`config.mk`:
```
export PLATFORM = sky130hd
export DESIGN_NAME = irq_latch_unit
export DESIGN_NICKNAME = d
export VERILOG_FILES = /design/src/rtl/irq_unit_pkg.sv /design/src/rtl/irq_edge_detect.sv /design/src/rtl/irq_queue_bit.sv /design/src/rtl/irq_latch_unit.sv
export SDC_FILE = /design/constraint.sdc
export NUM_CORES = 1
export LEC_CHECK = 0
export BUFFER_PORTS_ARGS = -buffer_cell sky130_fd_sc_hd__buf_2
export CAP_MARGIN = 10
export CORE_MARGIN = 4
export CORE_UTILIZATION = 50
export DETAILED_ROUTE_END_ITERATION = 12
export PLACE_DENSITY = 0.78
export SETUP_SLACK_MARGIN = 0.3
export SLEW_MARGIN = 20
export SYNTH_ARGS = -nofsm -noshare
export SYNTH_HDL_FRONTEND = slang
export SYNTH_SLANG_ARGS = --single-unit
```
`constraint.sdc`:
```
create_clock -name clk -period 2.74 [get_ports clk]
set_input_delay 0.137 -clock clk [delete_from_list [all_inputs] [get_ports clk]]
set_output_delay 0.137 -clock clk [all_outputs]
set_load 0.01 [all_outputs]
```
`src/rtl/irq_unit_pkg.sv`:
```
package irq_unit_pkg;
  localparam int OFS_STATUS = 'h0;
  localparam int OFS_MASK   = 'h4;
  localparam int OFS_IDENT  = 'h8;
  localparam int OFS_ENABLE = 'hC;
endpackage

```
`src/rtl/irq_edge_detect.sv`:
```
module irq_edge_detect #(
  parameter int W = 32
) (
  input  logic         clk,
  input  logic         rst,
  input  logic [W-1:0] src_i,
  output logic [W-1:0] rise_o
);
  logic [W-1:0] src_q;

  always_ff @(posedge clk) begin
    if (rst) src_q <= '0;
    else     src_q <= src_i;
  end

  assign rise_o = src_i & ~src_q;

  // a held level yields no second rising edge
  assert_held_no_edge_R4: assert property (@(posedge clk) disable iff (rst)
    (src_i != '0) |=> ((rise_o & $past(src_i)) == '0));
endmodule

```
`src/rtl/irq_queue_bit.sv`:
```
module irq_queue_bit (
  input  logic clk,
  input  logic rst,
  input  logic evt_i,
  input  logic clr_i,
  output logic pend_o,
  output logic pend_d_o
);
  logic pend_q, extra_q;
  logic pend_d, extra_d;

  always_comb begin
    if (!pend_q) begin
      pend_d  = evt_i;
      extra_d = 1'b0;
    end else if (clr_i) begin
      pend_d  = extra_q | evt_i;
      extra_d = extra_q & evt_i;
    end else begin
      pend_d  = 1'b1;
      extra_d = extra_q | evt_i;
    end
  end

  always_ff @(posedge clk) begin
    if (rst) begin
      pend_q  <= 1'b0;
      extra_q <= 1'b0;
    end else begin
      pend_q  <= pend_d;
      extra_q <= extra_d;
    end
  end

  assign pend_o   = pend_q;
  assign pend_d_o = pend_d;

  // the second slot is only ever occupied behind a pending bit
  assert_slot_order_R5: assert property (@(posedge clk) disable iff (rst)
    extra_q |-> pend_q);
  // a clear with a queued event leaves the bit pending
  assert_requeue_R6: assert property (@(posedge clk) disable iff (rst)
    (pend_q && extra_q && clr_i) |=> pend_q);
  // a clear with nothing queued and no new event empties the bit
  assert_clear_R6: assert property (@(posedge clk) disable iff (rst)
    (pend_q && !extra_q && clr_i && !evt_i) |=> !pend_q);
  // an event during a clear is kept
  assert_clear_race_R7: assert property (@(posedge clk) disable iff (rst)
    (clr_i && evt_i) |=> pend_q);
endmodule

```
`src/rtl/irq_latch_unit.sv`:
```
module irq_latch_unit
  import irq_unit_pkg::*;
#(
  parameter int NSRC   = 32,
  parameter int ADDR_W = 4
) (
  input  logic              clk,
  input  logic              rst,
  input  logic [NSRC-1:0]   src_i,
  input  logic              wr_en_i,
  input  logic              rd_en_i,
  input  logic [ADDR_W-1:0] addr_i,
  input  logic [NSRC-1:0]   wdata_i,
  output logic [NSRC-1:0]   rdata_o,
  output logic              irq_o
);
  localparam logic [ADDR_W-1:0] A_STATUS = ADDR_W'(OFS_STATUS);
  localparam logic [ADDR_W-1:0] A_MASK   = ADDR_W'(OFS_MASK);
  localparam logic [ADDR_W-1:0] A_IDENT  = ADDR_W'(OFS_IDENT);
  localparam logic [ADDR_W-1:0] A_ENABLE = ADDR_W'(OFS_ENABLE);

  logic [NSRC-1:0] mask_q, en_q, rdata_q;
  logic [NSRC-1:0] rise, evt, clr, ident_q, ident_d, rd_mux;
  logic            irq_q;

  irq_edge_detect #(.W(NSRC)) u_edge (
    .clk(clk), .rst(rst), .src_i(src_i), .rise_o(rise)
  );

  assign evt = rise & en_q & ~mask_q;
  assign clr = (wr_en_i && addr_i == A_IDENT) ? wdata_i : '0;

  for (genvar i = 0; i < NSRC; i++) begin : g_bit
    irq_queue_bit u_q (
      .clk(clk), .rst(rst), .evt_i(evt[i]), .clr_i(clr[i]),
      .pend_o(ident_q[i]), .pend_d_o(ident_d[i])
    );
  end

  always_ff @(posedge clk) begin
    if (rst) begin
      mask_q <= '1;
      en_q   <= '0;
    end else if (wr_en_i) begin
      if (addr_i == A_MASK)   mask_q <= wdata_i;
      if (addr_i == A_ENABLE) en_q   <= wdata_i;
    end
  end

  always_comb begin
    case (addr_i)
      A_STATUS: rd_mux = src_i;
      A_MASK:   rd_mux = mask_q;
      A_IDENT:  rd_mux = ident_q;
      A_ENABLE: rd_mux = en_q;
      default:  rd_mux = '0;
    endcase
  end

  always_ff @(posedge clk) begin
    if (rst) begin
      rdata_q <= '0;
      irq_q   <= 1'b0;
    end else begin
      if (rd_en_i) rdata_q <= rd_mux;
      irq_q <= |ident_d;
    end
  end

  assign rdata_o = rdata_q;
  assign irq_o   = irq_q;

  // reset leaves the unit fully masked and disabled
  assert_reset_state_R1: assert property (@(posedge clk) disable iff (rst)
    $past(rst) |-> (mask_q == '1 && en_q == '0 && ident_q == '0 && !irq_o));
  // mask reads back what was stored
  assert_mask_readback_R2: assert property (@(posedge clk) disable iff (rst)
    (rd_en_i && addr_i == A_MASK) |=> (rdata_o == $past(mask_q)));
  // status reads the live inputs
  assert_status_live_R3: assert property (@(posedge clk) disable iff (rst)
    (rd_en_i && addr_i == A_STATUS) |=> (rdata_o == $past(src_i)));
  // without qualified events or clears the identity register holds
  assert_no_spurious_R4: assert property (@(posedge clk) disable iff (rst)
    (evt == '0 && clr == '0) |=> (ident_q == $past(ident_q)));
  // the request line tracks the identity register
  assert_irq_level_R8: assert property (@(posedge clk) disable iff (rst)
    irq_o == (ident_q != '0));
endmodule

```
# Yosys cells after proc, flatten, opt, wreduce, memory -nomap -nowiden
# Index checks and enable logic that the tools add are counted.
# classes
n_bitwise,101
eq_ne,3
n_reduce_logical,37
n_mux,98
# op_table
operator,count
$pmux 32 s4,1
$and 32x32->32,3
$mux 1,96
$not 32->32,2
$reduce_or 2->1,32
$and 1x1->1,32
$mux 32,1
$not 1->1,32
$or 1x1->1,32
$reduce_or 32->1,1
$eq 4x4->1 const B,2
$eq 4x3->1 const B,1
$logic_not 4->1,1
$reduce_and 2->1,2
$logic_and 1x1->1,1
# word_totals
in_bits,72
regBits,193
out_inout_bits,33
wordCells,308

# Depth between registers and ports, before layout
# logic_depth
word_depth,8
mapped_depth,9
depth_no_buf,6

# By module
# A second synthesis with hierarchy kept.
# unflattened
hier_cells,892
area_unflattened_um2,8615.8
# modules_own_cells
mod,area_per_inst_um2,seq_area_each_um2,n_inst,cells_per_inst
irq_latch_unit,4858.4,1941.9,1,537
irq_queue_bit,83.8,40.0,32,8
irq_edge_detect,1074.8,640.6,1,99

# Least setup slack after synthesis
# OpenSTA, ideal clock, no wires.
# synth_path
path_kind,input -> register
startpoint,in addr_i[2]
endpoint,"reg irq_q, in the netlist irq_o"
path_buffers,1
t_arrival_ns,1.721
slack_ns,0.885
stages,7
t_required_ns,2.607
setup_ns,0.133
cell_sequence,or4b_1 buf_2 o21ai_0 nand4_1 a2111oi_0 and4_1 a41oi_1
# synth_via
elab_chain_len,6
elab_cells_between_ends,68
classes_between,eq/ne (1); mux (65); reduce/logical (2)
# synth_lines
element,line_no,source
from (decl),irq_latch_unit.sv:12,"input logic [ADDR_W-1:0] addr_i,"
$eq 4x4->1 *,irq_latch_unit.sv:31,assign clr = (wr_en_i && addr_i == A_IDENT) ? wdata_i : '0;
$logic_and 1x1->1 *,irq_latch_unit.sv:31,
$mux 32 *,irq_latch_unit.sv:31,
$mux 1,irq_queue_bit.sv:16,end else if (clr_i) begin
$mux 1,irq_queue_bit.sv:13,if (!pend_q) begin
$reduce_or 32->1 *,irq_latch_unit.sv:66,irq_q <= |ident_d;
to (signal assigned),irq_latch_unit.sv:66,
to (decl),irq_latch_unit.sv:24,logic irq_q;
# Every way passes the cells marked *; elsewhere a longest branch is shown, timed or not.
# A chain may end at the register's enable or synchronous reset.

# Final worst setup path
# Ends and elaborated chain as after synthesis.

==> reports/qor.txt <==
Detailed router's first-iteration violation count = 750
Placer Congestion = 0.834
Drt via density = 5.74
DR vias = 7,358
Drt pass-1 iters = 5
Clock-pin slew on the worst setup and hold paths = 0.07 ns
RSZ-0062 raised after global routing = no
H-Tree Depth = 4
Die width = 134 microns
Worst R2R Setup Slack = 0.80 ns
Core Region = 15,300 sq um
Share of cells above drive strength 1 = 0.146
Worst vdd ir = 0.479 mV
Final instance area = 9820 sq um
Hold Crit Depth = 2
Fmax = 486 MHz
Total Wirelength = 22,100 microns
Cells after synthesis = 915
Cells after DPL = 1,187
First-pass GRT wire length = 35,600 microns
Initial antenna violation count = 0
Post-route ant nets = 0
Critical R2R Launch = g_bit[25].u_q.extra_q
IO Port Bufs = 104
Pwr/cell area = 572 nW/um^2
Post-Layout Cell Count = 1,281
Setup Skew = 0.00476 ns
IO Count = 105
Slew @ Worst Pin = 0.810 ns
Worst reg2reg path endpoint = irq_o
TNS Setup = 0 ns
Gr ovfl total = 0
Max clock buf depth = 2
Crit path DAT = 2.36 ns
Largest net degree at the start of global routing = 86
Max-cap violations = 0
CTS tree = built
Pleak = 3.73 nW
Die Ht = 134 microns
# diodes = 0
Clk sinks = 193
Post-CTS sizing = 0
Hold Vio Cnt, Final = 0
Startpoint Class = input pin
Critical Path RT = 3.05 ns
Crit. End Element = flop
Mapped Area = 7890 sq um
Die area = 17,900 sq um
CTS root buffer = clkbuf_16
Yosys reg bits = 193
Area after DPL = 8630 sq um
Routed len/inst = 17.3 microns
Final Max Tran Viols = 0
Critical path peak fanout = 8
Post-synthesis sequential area ratio = 0.489
Hold Path End = u_edge.src_q[31]
Initial core utilization = 0.515
Crit Path Class = in -> reg
Num rows = 45
HPWL after DPL = 14,200 microns
# nets final = 1,130
Crit path time final = 2.06 ns
Worst hold start = src_i[31]
Synth Net Count = 987
Vias in the first global route = 7,123
Status = complete, no violations
Distinct cells, synth = 31
Syn. warnings = 0
Period Utilization, post-route = 0.751
DRC errors left = 0
Synth Area per Inst = 8.63 sq um
Worst Hold Class = in -> reg
Max_slew headroom = 0.459
CTS buffer count = 17
Final Setup Violations = 0
Total GRT Usage = 0.247
P&R area growth vs syn = 24.4%
Worst skew pair latency = 0.44 ns
Worst reg2reg path depth = 6
layout by cell type (no fill, tap or decap):
master         synthesis  final
nand4_1                6      6
and2_1                 2      3
clkbuf_16              0     17
a2111oi_0              4      4
clkinvlp_4             0      4
and3_1                 5      5
nand4b_1               8      8
nor2b_1               36     36
a21oi_1              158    158
o21ai_0                8      8
a222oi_1              32     32
nor4b_4                1      1
and3b_1                9      9
inv_1                  9      9
nand4bb_1              4      4
a21boi_0               8      8
buf_4                  2     18
nor3b_1               27     27
nor4b_2                0      1
maj3_1                13     13
clkbuf_1              50      2
clkinv_2               0      3
dlygate4sd3_1          0     63
buf_2                  6    103
nand3b_1              52     52
bufinv_16              0      1
nor4bb_1              28     28
nor2_1                69     69
a41oi_1                1      1
clkbuf_8               0      3
nand2_1              172    172
or4b_1                 1      1
dfxtp_1              193    193
clkinv_4               0      1
buf_12                 0      3
and4_1                 3      3
nor4_2                 0      1
Yosys cell counts:
cell type,count,area share
a2111oi_0,4,0.0044
a21boi_0,8,0.0076
a21oi_1,158,0.10
a222oi_1,32,0.041
a41oi_1,1,0.0011
and2_0,1,0.00079
and2_1,2,0.0016
and3_1,5,0.0040
and3b_1,9,0.010
and4_1,3,0.0033
buf_1,5,0.0024
buf_2,6,0.0038
buf_4,2,0.0019
clkbuf_1,50,0.024
dfxtp_1,193,0.49
inv_1,9,0.0043
maj3_1,13,0.016
nand2_1,172,0.082
nand3b_1,52,0.049
nand4_1,6,0.0048
nand4b_1,8,0.0089
nand4bb_1,4,0.0057
nor2_1,69,0.033
nor2b_1,36,0.029
nor3b_1,27,0.026
nor4_1,1,0.00079
nor4b_1,1,0.0011
nor4b_4,1,0.0030
nor4bb_1,28,0.036
o21ai_0,8,0.0051
or4b_1,1,0.0013
registers in the layout, summed over array words and instances, names as in the netlist:
name and cells:
en_q 32, g_bit.u_q.extra_q 32, g_bit.u_q.pend_o 32, mask_q 32
rdata_o 32, u_edge.src_q 32, irq_o 1
where the power goes:
group / total, W / switching, W / internal (W)
Combinational: 0.000382 / 0.000208 / 0.000174
Clock: 0.00237 / 0.00105 / 0.00132
Sequential: 0.00287 / 0.0000200 / 0.00285
metal layers:
| metal | track usage | up-vias | routed length, microns |
|---|---|---|---|
| li1 | - | 3523 | - |
| met4 | 0.102 | 0 | 549 |
| met2 | 0.407 | 306 | 10300 |
| met5 | 0 | - | 0 |
| met1 | 0.325 | 3484 | 9850 |
| met3 | 0.0397 | 45 | 1360 |
critical path: stages:
cell and delay (ns):
buf_2 0.14, or4b_1 0.69, o21ai_0 0.37, nand4_1 0.15
a2111oi_0 0.47, and4_1 0.28, a41oi_1 0.11
final cells by class:
class / instances / area, sq um
clock buffers: 22 / 474
clock inverters: 9 / 83.8
fillers: 1328 / 5500
inverters: 9 / 33.8
multi-input cells: 650 / 3760
flip-flops and latches: 193 / 3860
well taps: 211 / 264
repair buffers: 187 / 1340
repair_timing:
| item | in CTS | in global routing |
|---|---|---|
| endpoints found under the hold margin | 95 | 0 |
| setup buffers | 0 | 0 |
| hold buffers | 63 | 0 |
cell families (layout without fill, tap and decap cells):
| group | count (synthesis) | count (layout) | share of synthesized area |
|---|---|---|---|
| buffers and inverters | 72 | 227 | 0.0361 |
| adders and majority gates | 13 | 13 | 0.0165 |
| DFF | 193 | 193 | 0.489 |
| AOI/OAI and AO/OA | 211 | 211 | 0.159 |
| and+or+nand+nor | 426 | 426 | 0.299 |
through the flow:
stage	utilization	hold slack, ns	power (W)	worst slack [ns]
2_1_floorplan	-	0.258	0.00309	0.885
3_3_place_gp	0.563	0.375	0.00323	0.308
3_5_place_dp	0.563	0.382	0.00324	0.304
4_1_cts	0.641	0.00141	0.00563	0.667
5_1_grt	0.641	0.0160	0.00579	0.593
6_report	0.641	0.0233	0.00562	0.683
worst max path at each step:
stage	from	endpoint	slack [ns]	cells after the start
5_1_grt	addr_i[2]	irq_o	0.59	7
4_1_cts	addr_i[2]	irq_o	0.67	7
2_1_floorplan	addr_i[2]	irq_o	0.89	7
3_3_place_gp	addr_i[2]	irq_o	0.31	7
6_report	addr_i[2]	irq_o	0.68	7
3_5_place_dp	addr_i[2]	irq_o	0.30	7
(Power assumes the default switching activity.)
